--- config.mk ---
export PLATFORM = sky130hd
export DESIGN_NAME = pwm_shadow_chan
export DESIGN_NICKNAME = d
export VERILOG_FILES = /design/src/rtl/pwm_shadow_pkg.sv /design/src/rtl/pwm_prescaler.sv /design/src/rtl/pwm_shadow_regs.sv /design/src/rtl/pwm_phase_gen.sv /design/src/rtl/pwm_shadow_chan.sv
export SDC_FILE = /design/constraint.sdc
export NUM_CORES = 1
export LEC_CHECK = 0
export BUFFER_PORTS_ARGS = -buffer_cell sky130_fd_sc_hd__buf_4
export CAP_MARGIN = 20
export CORE_MARGIN = 5
export CORE_UTILIZATION = 40
export CTS_CLUSTER_DIAMETER = 80
export CTS_CLUSTER_SIZE = 16
export DETAILED_ROUTE_END_ITERATION = 12
export GPL_TIMING_DRIVEN = 0
export PLACE_DENSITY = 0.68
export SLEW_MARGIN = 0
export SYNTH_ARGS = -nofsm -noshare
export SYNTH_HDL_FRONTEND = slang
export SYNTH_SLANG_ARGS = --single-unit
--- constraint.sdc ---
create_clock -name clk -period 3.45 [get_ports clk]
set_clock_uncertainty 0.15 [all_clocks]
set_input_delay 0.69 -clock clk [delete_from_list [all_inputs] [get_ports clk]]
set_output_delay 0.69 -clock clk [all_outputs]
set_load 0.02 [all_outputs]
--- src/rtl/pwm_shadow_pkg.sv ---
package pwm_shadow_pkg;
  localparam int CNT_W   = 16;
  localparam int DRV_W   = 2;
  localparam int DIV_W   = 3;
  localparam int SHIFT_W = DIV_W + 1;
  localparam int PRE_W   = 2 * ((1 << DIV_W) - 1) - 4;

  localparam int PER_LSB   = 0;
  localparam int ADRV_LSB  = PER_LSB + CNT_W;
  localparam int IDRV_LSB  = ADRV_LSB + DRV_W;
  localparam int DIV_LSB   = IDRV_LSB + DRV_W;
  localparam int PER_W     = DIV_LSB + DIV_W;
  localparam int START_LSB = 0;
  localparam int DUTY_LSB  = START_LSB + CNT_W;
  localparam int ACT_W     = DUTY_LSB + CNT_W;

  localparam logic [DRV_W-1:0] DRV_HIGH = 2'b11;

  typedef struct packed {
    logic [DIV_W-1:0] div;
    logic [DRV_W-1:0] idle_drv;
    logic [DRV_W-1:0] act_drv;
    logic [CNT_W-1:0] period;
    logic [CNT_W-1:0] start;
    logic [CNT_W-1:0] duty;
  } pwm_cfg_t;

  // Prescale shift: linear up to code 4, then steps of two.
  function automatic logic [SHIFT_W-1:0] div_shift(logic [DIV_W-1:0] code);
    if (code <= DIV_W'(4)) return {1'b0, code};
    else return {code, 1'b0} - SHIFT_W'(4);
  endfunction

  function automatic logic drive_level(logic [DRV_W-1:0] code);
    return (code == DRV_HIGH);
  endfunction
endpackage

--- src/rtl/pwm_prescaler.sv ---
module pwm_prescaler
  import pwm_shadow_pkg::*;
#(
  parameter int P_W = PRE_W,
  parameter int S_W = SHIFT_W
) (
  input  logic           clk,
  input  logic           rst_n,
  input  logic           run,
  input  logic [S_W-1:0] shift,
  output logic           tick
);
  logic [P_W-1:0] pcnt;
  logic [P_W-1:0] lim;

  assign lim  = ~({P_W{1'b1}} << shift);
  assign tick = run && (pcnt == lim);

  always_ff @(posedge clk or negedge rst_n) begin
    if (!rst_n)              pcnt <= '0;
    else if (!run || tick)   pcnt <= '0;
    else                     pcnt <= pcnt + 1'b1;
  end

  AST_PRE_BOUND: assert property (@(posedge clk) disable iff (!rst_n)
    pcnt <= lim);
  AST_PRE_IDLE: assert property (@(posedge clk) disable iff (!rst_n)
    !run |=> pcnt == '0);
endmodule

--- src/rtl/pwm_shadow_regs.sv ---
module pwm_shadow_regs
  import pwm_shadow_pkg::*;
(
  input  logic             clk,
  input  logic             rst_n,
  input  logic             enable,
  input  logic             act_wr,
  input  logic [ACT_W-1:0] act_data,
  input  logic             per_wr,
  input  logic [PER_W-1:0] per_data,
  input  logic             commit,
  input  logic             wrap,
  output pwm_cfg_t         work
);
  logic [ACT_W-1:0] act_sh;
  logic [PER_W-1:0] per_sh;
  logic             armed;
  logic             xfer;
  pwm_cfg_t         staged;

  assign xfer = armed && (wrap || !enable);

  always_comb begin
    staged.div      = per_sh[DIV_LSB  +: DIV_W];
    staged.idle_drv = per_sh[IDRV_LSB +: DRV_W];
    staged.act_drv  = per_sh[ADRV_LSB +: DRV_W];
    staged.period   = per_sh[PER_LSB  +: CNT_W];
    staged.start    = act_sh[START_LSB +: CNT_W];
    staged.duty     = act_sh[DUTY_LSB  +: CNT_W];
  end

  always_ff @(posedge clk or negedge rst_n) begin
    if (!rst_n) begin
      act_sh <= '0;
      per_sh <= '0;
      armed  <= 1'b0;
      work   <= '0;
    end else begin
      if (act_wr) act_sh <= act_data;
      if (per_wr) per_sh <= per_data;
      if (per_wr || commit) armed <= 1'b1;
      else if (xfer)        armed <= 1'b0;
      if (xfer) work <= staged;
    end
  end

  AST_SHADOW_ONLY: assert property (@(posedge clk) disable iff (!rst_n)
    (act_wr && !armed && !per_wr && !commit) |=> $stable(work));
  AST_ARM_AT_WRAP: assert property (@(posedge clk) disable iff (!rst_n)
    (armed && wrap && enable && !per_wr && !commit) |=> !armed);
  AST_ARM_IDLE: assert property (@(posedge clk) disable iff (!rst_n)
    (armed && !enable && !per_wr && !commit) |=> !armed);
endmodule

--- src/rtl/pwm_phase_gen.sv ---
module pwm_phase_gen
  import pwm_shadow_pkg::*;
(
  input  logic     clk,
  input  logic     rst_n,
  input  logic     enable,
  input  logic     tick,
  input  pwm_cfg_t cfg,
  output logic     wrap,
  output logic     level
);
  logic [CNT_W-1:0] cnt;
  logic             in_win;
  logic             nxt_level;

  assign wrap   = tick && (cnt >= cfg.period);
  assign in_win = (cnt >= cfg.start) && (cnt < cfg.duty);

  always_comb begin
    if (enable && in_win) nxt_level = drive_level(cfg.act_drv);
    else                  nxt_level = drive_level(cfg.idle_drv);
  end

  always_ff @(posedge clk or negedge rst_n) begin
    if (!rst_n) begin
      cnt   <= '0;
      level <= 1'b0;
    end else begin
      level <= nxt_level;
      if (!enable)   cnt <= '0;
      else if (wrap) cnt <= '0;
      else if (tick) cnt <= cnt + 1'b1;
    end
  end

  AST_CNT_BOUND: assert property (@(posedge clk) disable iff (!rst_n)
    cnt <= cfg.period);
  AST_CNT_STEP: assert property (@(posedge clk) disable iff (!rst_n)
    (enable && tick && !wrap) |=> cnt == $past(cnt) + 1'b1);
  AST_CNT_IDLE: assert property (@(posedge clk) disable iff (!rst_n)
    !enable |=> cnt == '0);
endmodule

--- src/rtl/pwm_shadow_chan.sv ---
module pwm_shadow_chan
  import pwm_shadow_pkg::*;
(
  input  logic             clk,
  input  logic             rst_n,
  input  logic             enable,
  input  logic             act_wr,
  input  logic [ACT_W-1:0] act_data,
  input  logic             per_wr,
  input  logic [PER_W-1:0] per_data,
  input  logic             commit,
  output logic             pwm_out
);
  pwm_cfg_t work;
  logic     tick;
  logic     wrap;

  pwm_shadow_regs u_regs (
    .clk(clk), .rst_n(rst_n), .enable(enable),
    .act_wr(act_wr), .act_data(act_data),
    .per_wr(per_wr), .per_data(per_data),
    .commit(commit), .wrap(wrap), .work(work)
  );

  pwm_prescaler #(.P_W(PRE_W), .S_W(SHIFT_W)) u_pre (
    .clk(clk), .rst_n(rst_n), .run(enable),
    .shift(div_shift(work.div)), .tick(tick)
  );

  pwm_phase_gen u_phase (
    .clk(clk), .rst_n(rst_n), .enable(enable), .tick(tick),
    .cfg(work), .wrap(wrap), .level(pwm_out)
  );

  AST_IDLE_LEVEL: assert property (@(posedge clk) disable iff (!rst_n)
    !enable |=> pwm_out == ($past(work.idle_drv) == DRV_HIGH));
endmodule

# After elaboration in Yosys (flattened, before gate mapping)
# Cells that the tools add are included.
# word_totals
in_bits	61
output_inout_bits	1
elab_cells	43
reg_bits	138
# classes
magnitude_cmp	4
add_sub_neg	3
shift	1
n_mux	8
reduce_logical	10
bitwise_logic	1
eq_ne	4
# ops
cell	n
$mux 16	3
$ge 16x16->1	2
$add 16x1->16 const B	1
$lt 16x16->1	1
$add 10x1->10 const B	1
$eq 10x10->1	1
$mux 10	1
$not 10->10	1
$shl 10x4->10 const A	1
$logic_and 1x1->1	5
$eq 2x2->1 const B	2
$mux 4	1
$sub 4x3->4 const B	1
$le 3x3->1 const B	1
$logic_or 1x1->1	3
$mux 1	3
$ne 3x1->1 const B	1
$reduce_bool 2->1	1
$logic_not 1->1	1

# Longest topological paths before layout
# depth
word_depth	11
ltp_mapped	9
ltp_nobuf	8

# Modules after synthesis
# From an unflattened synthesis, not the netlist that was laid out.
# unflattened
cells_unflattened	592
hier_area_um2	7086.8
# modules_own_cells
mod	seq_area_each_um2	n_inst	cells_each	area_each_um2
pwm_shadow_regs	2777.7	1	237	4131.5
pwm_phase_gen	425.4	1	271	2187.1
pwm_prescaler	250.2	1	80	733.2
pwm_shadow_chan	0.0	1	4	35.0

# Worst setup path before layout
# OpenSTA, ideal clock, no wires.
# synth_path
kind	reg2reg
from	register, netlist name u_regs.work[53]
to	register, netlist name u_regs.work[54]
setup_ns	0.128
synth_period_minus_slack_ns	2.642
n_path_buf	2
required_ns	3.172
path_stages_with_launch	9
slack_ns	0.808
t_arrival_ns	2.364
cell_sequence	dfrtp_1 buf_2 or3_1 or4_1 and3_1 o31ai_4 nand3_4 buf_6 mux2_1
# synth_between
elab_chain_len	9
elab_cells_between_ends	10
cone_classes	add/sub: 1; order compare: 1; eq/ne: 1; shift: 1; mux: 1; bitwise: 1; reduce/logical: 4
# synth_lines
item	line	text
$sub 4x3->4 or $le 3x3->1 (tied branches)	pwm_shadow_pkg.sv:31, pwm_shadow_pkg.sv:30	
$mux 4 *	pwm_shadow_pkg.sv:30	if (code <= DIV_W'(4)) return {1'b0, code};
$shl 10x4->10 *	pwm_prescaler.sv:16	assign lim = ~({P_W{1'b1}} << shift);
$not 10->10 *	pwm_prescaler.sv:16	
$eq 10x10->1 *	pwm_prescaler.sv:17	assign tick = run && (pcnt == lim);
$logic_and 1x1->1 *	pwm_prescaler.sv:17	
$logic_and 1x1->1 *	pwm_phase_gen.sv:16	assign wrap = tick && (cnt >= cfg.period);
$logic_or 1x1->1 *	pwm_shadow_regs.sv:21	assign xfer = armed && (wrap || !enable);
$logic_and 1x1->1 *	pwm_shadow_regs.sv:21	
# Every way passes the cells marked *; elsewhere a longest branch is shown, timed or not.
# A chain may end at the register's enable or synchronous reset.

# Worst setup path in the final report
# layout_path
from	register u_phase.cnt[5]
to	register, netlist name u_regs.work[43]
# layout_between
elab_chain_len	4
# layout_lines
item	line	text
start, declared	pwm_phase_gen.sv:12	logic [CNT_W-1:0] cnt;
start signal, assigned	pwm_phase_gen.sv:32	else if (tick) cnt <= cnt + 1'b1;
$ge 16x16->1	pwm_phase_gen.sv:16	
$logic_and 1x1->1	pwm_phase_gen.sv:16	
$logic_or 1x1->1	pwm_shadow_regs.sv:21	
$logic_and 1x1->1	pwm_shadow_regs.sv:21	
# No other way between the ends.

==> impl_metrics.ini <==
[run_status]
status = finished, final reports clean

[yosys]
synthArstFlopShare_pct = 100.0
syn_area_mm2 = 0.006819
yosys_register_bits = 138
synth-edff-count = 0
synth.distinct_cells = 47
ys.flop_type = dfrtp_1
avgSynthCellArea_um2 = 11.94
syn_inst = 571
syn-num-nets = 681
yosysWarningCount = 0
seq_area_frac_synth_pct = 50.64

[detailed_routing]
drc = 0
dr.pass1.iters = 4
viasPerCell = 5.197
wire_per_inst_um = 15.86
antenna_left = 0
totalWireLength_um = 14000
vias = 4589
drt-initial-drc-count = 152

[cts]
clock_latency_ns = 0.42
cts_hold_buf = 0
htree_levels = 4
clkTransAtPathRegs_ns = 0.06
cts_root_buf = clkbuf_16
numCtsBuffers = 17
post_cts_buffers = 0
cts_tree = yes
clock-sinks = 138
clockBufferDepth = 2
cts_resized = 0

[setup_path]
worstPathArrival_ns = 3.22
r2r_cells = 7
critPathKind = register to register
cp.required_ns = 3.60
worstPathMaxFanout = 10
cp-end-kind = register
worstReg2RegEnd = u_regs.work[43]$_DFFE_PN0P_
rrSetupSlack_ns = 0.38
start_kind = register
critPathLaunch = u_phase.cnt[5]$_DFFE_PN0P_
r2r_start = u_phase.cnt[5]$_DFFE_PN0P_

[power_and_ir_drop]
ir_drop_uv = 347.0
powerDensity_mw_per_mm2 = 659.6
p_total_mw = 5.395
p_leak_nw = 3.888

[sta]
finalCritPeriodShare_pct = 88.86
layout_min_cycle_time_ns = 3.066
slew-limit-headroom_pct = 52.58
tns_ns = 0
hold_viol = 0
holdWs_ns = 0.1287
rsz0062_at_grt = no
worst_pin_slew_ns = 0.7114
slew_viol_final = 0
fmax_mhz = 326.2
finalSetupViolCount = 0

[grt]
grt_max_degree = 78
overflow = 0
antenna_found_initial = 0
grt_pass1_wl_um = 23950
grt_pass1_vias = 4942
grt.total_usage_pct = 15.13

[finish]
layout_common_cells = 138 x dfrtp_1, 60 x mux2_2, 58 x buf_4, 57 x inv_1, 50 x mux2_1
drive_gt1_share_pct = 24.43
area_growth_pct = 19.94
finalNetCount = 760
post-route-util_pct = 49.15
layoutNonFillerInstCount = 883
n_antenna_cell = 0
layout_commonest_cell = dfrtp_1

[die]
num_rows = 47
start_util_pct = 40.97
die_area_mm2 = 0.01976
core_area_mm2 = 0.01664
ioPinCount = 62
die_h_um = 140.6
die_w_um = 140.6

[placed_design]
globalplace.congestion = 0.8246
portBuffers = 59
hpwl_um = 10110
placedCellCount = 851

[hold_path]
hold_path.class = input pin to async pin

[job]
drv_cap = 0
[layout make-up]
type                       count  area (µm²)
clock inverter                15       185.2
sequential                   138        3453
fill                        1475        8463
clock buffer                  17       425.4
buffer                        20       116.4
inverter                      57       214.0
timing repair buffer          60       474.2
multi-input combinational    356        3035
tap                          220       275.3
[synth_stat cells (all sizes together), types with 8 or more instances]
library cell | n | share of area (%)
dfrtp | 138 | 51
mux2 | 110 | 18
ha | 49 | 9.0
nand2 | 17 | 0.94
nand4 | 8 | 0.73
clkbuf | 9 | 0.50
buf | 11 | 1.2
inv | 57 | 3.1
o21ai | 20 | 1.5
nand3 | 10 | 0.92
a22o | 12 | 1.5
nor2 | 37 | 2.0
and3 | 10 | 0.92
a21oi | 13 | 0.95
[worst max-delay path, cell delays in order (launching register included)]
cell and delay [ns]:
dfrtp_1 0.52, ha_1 0.37, a22o_1 0.24, o41ai_1 0.50, a21oi_1 0.32, nand3_4 0.31
buf_6 0.21, mux2_1 0.33
[layer usage]
layer / wire (µm) / GRT usage [%] / up-vias
met5: 0 / 0 / -
met3: 586 / 4.533 / 26
li1: - / - / 2182
met2: 6886 / 24.65 / 115
met4: 277 / 5.303 / 0
met1: 6252 / 19.21 / 2266
[report_power, final]
part	switching (mW)	internal (mW)	total [mW]
registers	0.245	2.02	2.27
logic	0.614	0.613	1.23
clock network	0.749	1.15	1.90
total	1.61	3.79	5.39
[sequential cells by signal (all words and copies together) (netlist names)]
register,count
u_regs.armed,1
u_regs.work,55
u_phase.cnt,16
u_regs.per_sh,23
u_regs.act_sh,32
u_pre.pcnt,10
u_phase.level,1
[metrics by stage]
step | setup slack [ns] | area [µm²]
floorplan | 0.8080 | 6819
global placement | 0.5410 | 7537
detailed placement | 0.3961 | 7569
CTS | 0.3778 | 8179
global route | 0.2416 | 8179
finish | 0.3843 | 8179
[cell families (layout without fill, tap and decap cells)]
kind of cell	Yosys count	in the layout	share of synthesized area (%)
AO/OA/AOI/OAI	77	77	7.853
XOR/XNOR	9	9	1.156
adder cells (fa/ha/maj)	49	49	8.991
buffers and inverters	77	169	4.844
flip-flops	138	138	50.64
multiplexers	111	111	18.31
AND/OR/NAND/NOR	110	110	8.202
[how the worst max path moves through the flow]
stage                                  end  slack [ns]  cells past startpoint
6_report       u_regs.work[43]$_DFFE_PN0P_        0.38                      7
5_1_grt         u_regs.work[6]$_DFFE_PN0P_        0.24                      8
4_1_cts        u_regs.work[22]$_DFFE_PN0P_        0.38                      8
3_5_place_dp   u_regs.work[49]$_DFFE_PN0P_        0.40                      8
3_3_place_gp   u_regs.work[15]$_DFFE_PN0P_        0.54                      7
2_1_floorplan  u_regs.work[54]$_DFFE_PN0P_        0.81                      8
(Power assumes the default switching activity.)
